$ cat src/rtl/sio_pkg.sv
package sio_pkg;
  localparam logic [1:0] SEL_RXD  = 2'd0;
  localparam logic [1:0] SEL_TXD  = 2'd1;
  localparam logic [1:0] SEL_STAT = 2'd2;
  localparam logic [1:0] SEL_BAUD = 2'd3;
  localparam int BAUD_W = 20;

  typedef struct packed {
    logic store;
    logic par_err;
    logic frm_err;
    logic ovr_err;
  } rx_evt_t;

  function automatic logic calc_par(input logic [7:0] d, input int unsigned nbits,
                                    input logic odd);
    logic p;
    p = odd;
    for (int i = 0; i < 8; i++) begin
      if (i < nbits) p = p ^ d[i];
    end
    return p;
  endfunction
endpackage

$ cat src/rtl/sio_tick16.sv
module sio_tick16 #(
  parameter int DIV_W = 20
) (
  input  logic             clk,
  input  logic             rst_n,
  input  logic [DIV_W-1:0] div,
  output logic             tick
);
  logic [DIV_W-1:0] cnt_q, cnt_d;
  logic             tick_d;

  always_comb begin
    cnt_d  = cnt_q + 1'b1;
    tick_d = 1'b0;
    if (cnt_q >= div) begin
      cnt_d  = '0;
      tick_d = 1'b1;
    end
  end

  always_ff @(posedge clk or negedge rst_n) begin
    if (!rst_n) begin
      cnt_q <= '0;
      tick  <= 1'b0;
    end else begin
      cnt_q <= cnt_d;
      tick  <= tick_d;
    end
  end
endmodule

$ cat src/rtl/sio_tx.sv
module sio_tx #(
  parameter int   DATA_BITS = 8,
  parameter bit   PAR_EN    = 1'b0,
  parameter bit   PAR_ODD   = 1'b0,
  parameter int   CW        = 25
) (
  input  logic          clk,
  input  logic          rst_n,
  input  logic [CW-1:0] bit_cycles,
  input  logic          load,
  input  logic [7:0]    ldata,
  output logic          txd,
  output logic          busy,
  output logic          done
);
  typedef enum logic [2:0] {TX_IDLE, TX_START, TX_DATA, TX_PAR, TX_STOP} tx_st_e;
  localparam logic [2:0] LAST_IDX = 3'(DATA_BITS - 1);

  tx_st_e        st_q, st_d;
  logic [CW-1:0] cnt_q, cnt_d;
  logic [2:0]    idx_q, idx_d;
  logic [7:0]    sh_q, sh_d;
  logic          par_q, par_d;
  logic          txd_d, done_d;

  always_comb begin
    st_d   = st_q;
    cnt_d  = cnt_q;
    idx_d  = idx_q;
    sh_d   = sh_q;
    par_d  = par_q;
    txd_d  = txd;
    done_d = 1'b0;
    if (st_q == TX_IDLE) begin
      if (load) begin
        st_d  = TX_START;
        cnt_d = bit_cycles - 1'b1;
        sh_d  = ldata;
        par_d = sio_pkg::calc_par(ldata, DATA_BITS, PAR_ODD);
        txd_d = 1'b0;
      end
    end else if (cnt_q != '0) begin
      cnt_d = cnt_q - 1'b1;
    end else begin
      cnt_d = bit_cycles - 1'b1;
      case (st_q)
        TX_START: begin
          st_d  = TX_DATA;
          idx_d = '0;
          txd_d = sh_q[0];
        end
        TX_DATA: begin
          if (idx_q == LAST_IDX) begin
            if (PAR_EN) begin
              st_d  = TX_PAR;
              txd_d = par_q;
            end else begin
              st_d  = TX_STOP;
              txd_d = 1'b1;
            end
          end else begin
            idx_d = idx_q + 1'b1;
            sh_d  = {1'b0, sh_q[7:1]};
            txd_d = sh_q[1];
          end
        end
        TX_PAR: begin
          st_d  = TX_STOP;
          txd_d = 1'b1;
        end
        default: begin
          st_d   = TX_IDLE;
          txd_d  = 1'b1;
          done_d = 1'b1;
        end
      endcase
    end
  end

  always_ff @(posedge clk or negedge rst_n) begin
    if (!rst_n) begin
      st_q  <= TX_IDLE;
      cnt_q <= '0;
      idx_q <= '0;
      sh_q  <= '0;
      par_q <= 1'b0;
      txd   <= 1'b1;
      done  <= 1'b0;
    end else begin
      st_q  <= st_d;
      cnt_q <= cnt_d;
      idx_q <= idx_d;
      sh_q  <= sh_d;
      par_q <= par_d;
      txd   <= txd_d;
      done  <= done_d;
    end
  end

  assign busy = (st_q != TX_IDLE);

  // the line rests high while no frame is in flight
  a_r2_idle_line_high: assert property (@(posedge clk) disable iff (!rst_n)
    (st_q == TX_IDLE) |-> txd);
  // the completion event lasts one cycle
  a_r10_tx_event_single: assert property (@(posedge clk) disable iff (!rst_n)
    done |=> !done);
  // a load while idle starts with a low start bit
  a_r2_start_bit_low: assert property (@(posedge clk) disable iff (!rst_n)
    (load && st_q == TX_IDLE) |=> !txd);
endmodule

$ cat src/rtl/sio_rx.sv
module sio_rx #(
  parameter int DATA_BITS = 8,
  parameter bit PAR_EN    = 1'b0,
  parameter bit PAR_ODD   = 1'b0
) (
  input  logic             clk,
  input  logic             rst_n,
  input  logic             tick,
  input  logic             rxd,
  input  logic             rx_full,
  output sio_pkg::rx_evt_t evt,
  output logic [7:0]       data
);
  typedef enum logic [2:0] {RX_IDLE, RX_START, RX_DATA, RX_PAR, RX_STOP, RX_WAITHI} rx_st_e;
  localparam int         ALIGN    = 8 - DATA_BITS;
  localparam logic [2:0] LAST_IDX = 3'(DATA_BITS - 1);

  rx_st_e           st_q, st_d;
  logic [1:0]       sync_q;
  logic [3:0]       tc_q, tc_d;
  logic [2:0]       idx_q, idx_d;
  logic [7:0]       sh_q, sh_d;
  logic             pbit_q, pbit_d;
  sio_pkg::rx_evt_t evt_d;
  logic             rx_s;

  assign rx_s = sync_q[1];
  assign data = sh_q >> ALIGN;

  always_comb begin
    st_d   = st_q;
    tc_d   = tc_q;
    idx_d  = idx_q;
    sh_d   = sh_q;
    pbit_d = pbit_q;
    evt_d  = '0;
    if (st_q == RX_WAITHI) begin
      if (rx_s) st_d = RX_IDLE;
    end else if (tick) begin
      case (st_q)
        RX_IDLE: begin
          if (!rx_s) begin
            st_d = RX_START;
            tc_d = '0;
          end
        end
        RX_START: begin
          if (tc_q == 4'd7) begin
            tc_d  = '0;
            idx_d = '0;
            st_d  = rx_s ? RX_IDLE : RX_DATA;
          end else begin
            tc_d = tc_q + 1'b1;
          end
        end
        RX_DATA: begin
          tc_d = tc_q + 1'b1;
          if (tc_q == 4'd15) begin
            sh_d = {rx_s, sh_q[7:1]};
            if (idx_q == LAST_IDX) st_d = PAR_EN ? RX_PAR : RX_STOP;
            else idx_d = idx_q + 1'b1;
          end
        end
        RX_PAR: begin
          tc_d = tc_q + 1'b1;
          if (tc_q == 4'd15) begin
            pbit_d = rx_s;
            st_d   = RX_STOP;
          end
        end
        default: begin
          tc_d = tc_q + 1'b1;
          if (tc_q == 4'd15) begin
            if (!rx_s) begin
              evt_d.frm_err = 1'b1;
              st_d          = RX_WAITHI;
            end else begin
              st_d = RX_IDLE;
              if (rx_full) begin
                evt_d.ovr_err = 1'b1;
              end else begin
                evt_d.store   = 1'b1;
                evt_d.par_err = PAR_EN &&
                  (pbit_q != sio_pkg::calc_par(data, DATA_BITS, PAR_ODD));
              end
            end
          end
        end
      endcase
    end
  end

  always_ff @(posedge clk or negedge rst_n) begin
    if (!rst_n) begin
      st_q   <= RX_IDLE;
      sync_q <= 2'b11;
      tc_q   <= '0;
      idx_q  <= '0;
      sh_q   <= '0;
      pbit_q <= 1'b0;
      evt    <= '0;
    end else begin
      st_q   <= st_d;
      sync_q <= {sync_q[0], rxd};
      tc_q   <= tc_d;
      idx_q  <= idx_d;
      sh_q   <= sh_d;
      pbit_q <= pbit_d;
      evt    <= evt_d;
    end
  end

  // a dropped frame never also stores
  a_r7_drop_or_store: assert property (@(posedge clk) disable iff (!rst_n)
    $onehot0({evt.store, evt.frm_err, evt.ovr_err}));
  // overrun only reported while the buffer is occupied
  a_r8_overrun_needs_full: assert property (@(posedge clk) disable iff (!rst_n)
    (st_q == RX_STOP && tick && tc_q == 4'd15 && rx_s && !rx_full) |=> !evt.ovr_err);
endmodule

$ cat src/rtl/sio_uart.sv
module sio_uart #(
  parameter int DATA_BITS = 8,
  parameter bit PAR_EN    = 1'b0,
  parameter bit PAR_ODD   = 1'b0,
  parameter int CLK_HZ    = 100_000_000,
  parameter int BAUD_RATE = 115_200
) (
  input  logic        clk,
  input  logic        rst_n,
  input  logic [1:0]  reg_sel,
  input  logic        reg_rd,
  input  logic        reg_wr,
  input  logic [31:0] reg_wdata,
  output logic [31:0] reg_rdata,
  input  logic        rxd,
  output logic        txd,
  output logic        irq_rx,
  output logic        irq_tx,
  output logic        irq_err
);
  import sio_pkg::*;

  localparam int                BW       = BAUD_W;
  localparam int                CW       = BW + 5;
  localparam logic [BW-1:0]     BAUD_RST = BW'(CLK_HZ / (16 * BAUD_RATE) - 1);

  logic [BW-1:0] baud_q, baud_d;
  logic [7:0]    hold_q, hold_d;
  logic          full_q, full_d;
  logic [7:0]    rdat_q, rdat_d;
  logic          rval_q, rval_d;
  logic          perr_q, perr_d, ferr_q, ferr_d, oerr_q, oerr_d;
  logic [31:0]   rdata_d;
  logic [CW-1:0] bit_cycles;
  logic          tick, tx_busy, tx_done, tx_load;
  logic [7:0]    rx_word;
  rx_evt_t       evt;
  logic          wr_txd, wr_baud, rd_rxd, rd_stat;
  logic          unused_wbits;

  assign unused_wbits = ^reg_wdata[31:BW];
  assign wr_txd  = reg_wr && (reg_sel == SEL_TXD);
  assign wr_baud = reg_wr && (reg_sel == SEL_BAUD);
  assign rd_rxd  = reg_rd && (reg_sel == SEL_RXD);
  assign rd_stat = reg_rd && (reg_sel == SEL_STAT);
  assign bit_cycles = ({5'b0, baud_q} + 1'b1) << 4;
  assign tx_load = full_q && !tx_busy;

  sio_tick16 #(.DIV_W(BW)) tick_i (
    .clk(clk), .rst_n(rst_n), .div(baud_q), .tick(tick)
  );

  sio_tx #(.DATA_BITS(DATA_BITS), .PAR_EN(PAR_EN), .PAR_ODD(PAR_ODD), .CW(CW)) tx_i (
    .clk(clk), .rst_n(rst_n), .bit_cycles(bit_cycles), .load(tx_load),
    .ldata(hold_q), .txd(txd), .busy(tx_busy), .done(tx_done)
  );

  sio_rx #(.DATA_BITS(DATA_BITS), .PAR_EN(PAR_EN), .PAR_ODD(PAR_ODD)) rx_i (
    .clk(clk), .rst_n(rst_n), .tick(tick), .rxd(rxd), .rx_full(rval_q),
    .evt(evt), .data(rx_word)
  );

  always_comb begin
    baud_d = wr_baud ? reg_wdata[BW-1:0] : baud_q;
    hold_d = wr_txd ? reg_wdata[7:0] : hold_q;
    full_d = wr_txd ? 1'b1 : (tx_load ? 1'b0 : full_q);
    rdat_d = evt.store ? rx_word : rdat_q;
    rval_d = evt.store ? 1'b1 : (rd_rxd ? 1'b0 : rval_q);
    perr_d = evt.par_err ? 1'b1 : (rd_stat ? 1'b0 : perr_q);
    ferr_d = evt.frm_err ? 1'b1 : (rd_stat ? 1'b0 : ferr_q);
    oerr_d = evt.ovr_err ? 1'b1 : (rd_stat ? 1'b0 : oerr_q);
    rdata_d = '0;
    if (reg_rd) begin
      case (reg_sel)
        SEL_RXD:  rdata_d = {24'b0, rdat_q};
        SEL_STAT: rdata_d = {24'b0, perr_q, ferr_q, oerr_q, 1'b0,
                             full_q | tx_busy, 2'b0, rval_q};
        SEL_BAUD: rdata_d = {{(32-BW){1'b0}}, baud_q};
        default:  rdata_d = '0;
      endcase
    end
  end

  always_ff @(posedge clk or negedge rst_n) begin
    if (!rst_n) begin
      baud_q    <= BAUD_RST;
      hold_q    <= '0;
      full_q    <= 1'b0;
      rdat_q    <= '0;
      rval_q    <= 1'b0;
      perr_q    <= 1'b0;
      ferr_q    <= 1'b0;
      oerr_q    <= 1'b0;
      reg_rdata <= '0;
    end else begin
      baud_q    <= baud_d;
      hold_q    <= hold_d;
      full_q    <= full_d;
      rdat_q    <= rdat_d;
      rval_q    <= rval_d;
      perr_q    <= perr_d;
      ferr_q    <= ferr_d;
      oerr_q    <= oerr_d;
      reg_rdata <= rdata_d;
    end
  end

  assign irq_rx  = evt.store;
  assign irq_tx  = tx_done;
  assign irq_err = evt.par_err | evt.frm_err | evt.ovr_err;

  // no read, no data
  a_r12_rdata_quiet: assert property (@(posedge clk) disable iff (!rst_n)
    !reg_rd |=> (reg_rdata == '0));
  // a status read with no new error leaves all sticky flags clear
  a_r9_sticky_clear: assert property (@(posedge clk) disable iff (!rst_n)
    (rd_stat && !irq_err) |=> !(perr_q | ferr_q | oerr_q));
  // reading the receive register drops the valid flag
  a_r5_valid_drop: assert property (@(posedge clk) disable iff (!rst_n)
    (rd_rxd && !evt.store) |=> !rval_q);
  // dropped frames leave the stored character alone
  a_r8_keep_on_drop: assert property (@(posedge clk) disable iff (!rst_n)
    (evt.frm_err || evt.ovr_err) |=> $stable(rdat_q));
  // upper divisor bits never read back set
  a_r11_baud_upper_zero: assert property (@(posedge clk) disable iff (!rst_n)
    (reg_rd && reg_sel == SEL_BAUD) |=> (reg_rdata[31:BW] == '0));
endmodule

$ cat config.mk
export PLATFORM = sky130hd
export DESIGN_NAME = sio_uart
export DESIGN_NICKNAME = d
export VERILOG_FILES = /design/src/rtl/sio_pkg.sv /design/src/rtl/sio_tick16.sv /design/src/rtl/sio_tx.sv /design/src/rtl/sio_rx.sv /design/src/rtl/sio_uart.sv
export SDC_FILE = /design/constraint.sdc
export NUM_CORES = 1
export LEC_CHECK = 0
export CORE_UTILIZATION = 30
export CTS_BUF_LIST = sky130_fd_sc_hd__clkbuf_16
export DETAILED_ROUTE_END_ITERATION = 7
export HOLD_SLACK_MARGIN = 0.06
export PLACE_DENSITY_LB_ADDON = 0.25
export SYNTH_ARGS = -nofsm -noshare
export SYNTH_HDL_FRONTEND = slang
export SYNTH_SLANG_ARGS = --single-unit
export TNS_END_PERCENT = 30
$ cat constraint.sdc
create_clock -name clk -period 2.86 [get_ports clk]
set_input_delay 0.286 -clock clk [delete_from_list [all_inputs] [get_ports clk]]
set_output_delay 0.286 -clock clk [all_outputs]
set_load 0.1 [all_outputs]
==> results.md <==
- Outcome: finished, final reports clean
- Final min period: 2.65 ns
- Syn Inst Count: 844
- Post-synth EDFFs: 0
- CP cell instances: inv_1 > ha_1 > or4b_1 > nor4_4 > a31oi_4 > buf_4 > nor2_1 > o21ai_0 > o311a_1 > o22ai_1
- Max Freq: 377 MHz
- Sequential share of the synthesized area: 44.3%
- Worst-Skew Late Latency: 0.43 ns
- Nets: 976
- Num CTS Buffers: 17
- Min-Delay Path Class: primary input to flip-flop
- Layout cells sized above 1: 18.8%
- WL per Instance: 15.3 um
- TritonCTS clock tree: done
- Most common cell after layout, fill and taps aside: dfrtp_1
- Max_slew headroom: 52.7%
- Unrepaired setup endpoints after global routing: no
- Pwr dens: 695 mW/mm^2
- Lkg Pwr: 0.00427 uW
- DP HPWL: 14000 um
- #FFs+latches synth: 145
- Clock Tree Buf Depth: 2
- Starting Density: 30.6%
- Port bufs: 50
- CP max-delay cell: or4b_1
- Global-route wire length before repair: 32000 um
- Crit Path Class: flip-flop to flip-flop
- Clk sink count: 145
- WL met2: 9390 um
- H-tree depth: 4
- Setup crit end kind: flip-flop
- Vias in the first global route: 5951
- Max-slew violation count: 0
- Filler Cells Inserted: 2725
- Worst-path maximum fanout: 24
- Vert. Die Dim: 167 um
- Reg clk slew, reported paths: 0.08 ns
- Top Family by Delay on Critical Path: simple AND/OR/NAND/NOR gates
- Number of max-cap violations: 0
- Routed wire length: 19300 um
- Final clock skew: 0.0115 ns
- Top sig layer: met4
- # diodes: 0
- CORE AREA: 0.0269 sq mm
- Setup violators final: 0
- Layout area overhead: 19.3%
- Worst Tran Pin Value: 0.709 ns
- CP Data Arrival Time: 3.01 ns
- Syn Area/Cell: 9.73 sq um
- DR DRC count: 0
- CP Launch Type: flip-flop
- Synthesized area: 0.00822 sq mm
- Root Buffer: clkbuf_16
- Largest net degree at the start of global routing: 76
- DRT met1 WL: 9100 um
- Yosys cell types: 67
- Final hold vios: 0
- Met3 WL: 551 um
- GPL Wtd Cong: 0.811
- FFs w/ async S/R, synth: 100%
- CP bufs+invs: 2
- Initial antenna violation count: 0
- Yosys warns: 0
- Maximum VDD drop: 0.000351 V
- I/O Pins: 75
- Die ar.: 0.0280 sq mm
- Gr ovfl total: 0
- Crit path required time: 3.21 ns
- Die width: 167 um
- Most frequent cells in the layout: dfrtp_1 (138), buf_4 (64), nand2_1 (62), a21oi_1 (59), o21ai_0 (56)
- Drt first pass iters: 5
- Synth Flop Type: dfrtp_1
- Post-layout util: 36.5%
- Setup tns final: 0 ns
- Total GRT Usage: 14.4%
- Final ANT Viol Nets: 0
- Vias: 6238
- Via-to-Cell Ratio: 4.94
- Fin crit share: 92.8%
- CP max stage delay: 0.62 ns
- DR iter-0 viols: 248
- Row Count: 60
==> power by group <==
group          internal [uW]  leakage [uW]  switching, uW  total [uW]
Sequential              2400       0.00187            397        2800
Clock                   1190      0.000294           1080        2270
Combinational            743       0.00211           1000        1750
Total                   4330       0.00427           2480        6810
==> Yosys cell counts (all sizes together) (24+ instances only) <==
cell type / count / share of area (%)
xnor2: 38 / 4.1
nor3: 24 / 1.5
nor2: 45 / 2.1
a21oi: 59 / 3.6
nand4: 24 / 1.9
buf: 24 / 1.9
nand2: 62 / 2.8
o21ai: 57 / 3.5
mux2: 51 / 7.0
ha: 29 / 4.4
clkbuf: 34 / 1.6
inv: 30 / 1.4
nand3: 24 / 1.5
dfrtp: 138 / 42
==> cell type report <==
type	instances	area [sq um]	area share, %
multi-input cells	621	4240	43.3
inverters	31	116	1.19
repair buffers	92	772	7.88
clock inverters	15	183	1.86
well taps	341	427	4.35
flip-flops and latches	145	3640	37.1
clock buffers	17	425	4.34
==> logic make-up (layout without fill, tap and decap cells) <==
family,Yosys count,after routing,share of synthesized area [%]
and+or+nand+nor,284,284,18.9
AOI/OAI and AO/OA,186,186,14.0
DFF,145,145,44.3
buffers and inverters,89,155,4.90
muxes,61,61,8.21
xor gates and xnor gates,49,49,5.22
adders and majority gates,29,29,4.42
other,1,12,0.0456
==> metal layers <==
metal	GRT usage (%)	up-vias
li1	-	3158
met1	18.9	2989
met2	23.6	76
met3	3.05	15
met4	4.43	0
met5	0	-
==> metrics by stage <==
step	worst slack (ns)	total power [uW]	hold WS, ns	std cells	cell area (sq um)
2_1_floorplan	0.0914	4050	-0.00959	855	8260
3_3_place_gp	0.151	4550	0.348	1228	9160
3_5_place_dp	0.123	4580	0.348	1228	9160
4_1_cts	0.106	6890	0.228	1261	9780
5_1_grt	0.0219	7240	0.236	1262	9800
6_report	0.207	6810	0.248	1262	9800
==> timing repair <==
item / in CTS / in global routing
resized for setup: 0 / 3
endpoints found under the setup margin: 0 / 2
endpoints found under the hold margin: 66 / 0
hold buffers: 1 / 0
setup buffers: 0 / 1
==> registers in the layout, indices dropped and copies added, names as in the netlist, 2 cells and up <==
register	count
tick_i.cnt_q	20
hold_q	8
rx_i.tc_q	4
baud_q	20
tx_i.idx_q	3
tx_i.sh_q	8
tx_i.cnt_q	25
rdat_q	8
rx_i.evt	3
rx_i.idx_q	3
tx_i.st_q	3
rx_i.sync_q	2
reg_rdata	20
rx_i.data	8
rx_i.st_q	3
==> final timing paths <==
| path | cells after the start | slack, ns | start | to |
|---|---|---|---|---|
| max reg2reg | 10 | 0.21 | tx_i.cnt_q[0] | tx_i.cnt_q[14] |
| max in group asynchronous | 3 | 1.67 | rst_n | rval_q |
| min reg2reg | 0 | 0.36 | rx_i.sync_q[0] | rx_i.sync_q[1] |
| min in group asynchronous | 2 | 0.45 | rst_n | tx_i.idx_q[2] |
| max | 10 | 0.21 | tx_i.cnt_q[0] | tx_i.cnt_q[14] |
| min | 1 | 0.25 | rxd | rx_i.sync_q[0] |
Power figures use the tool's default switching activity.
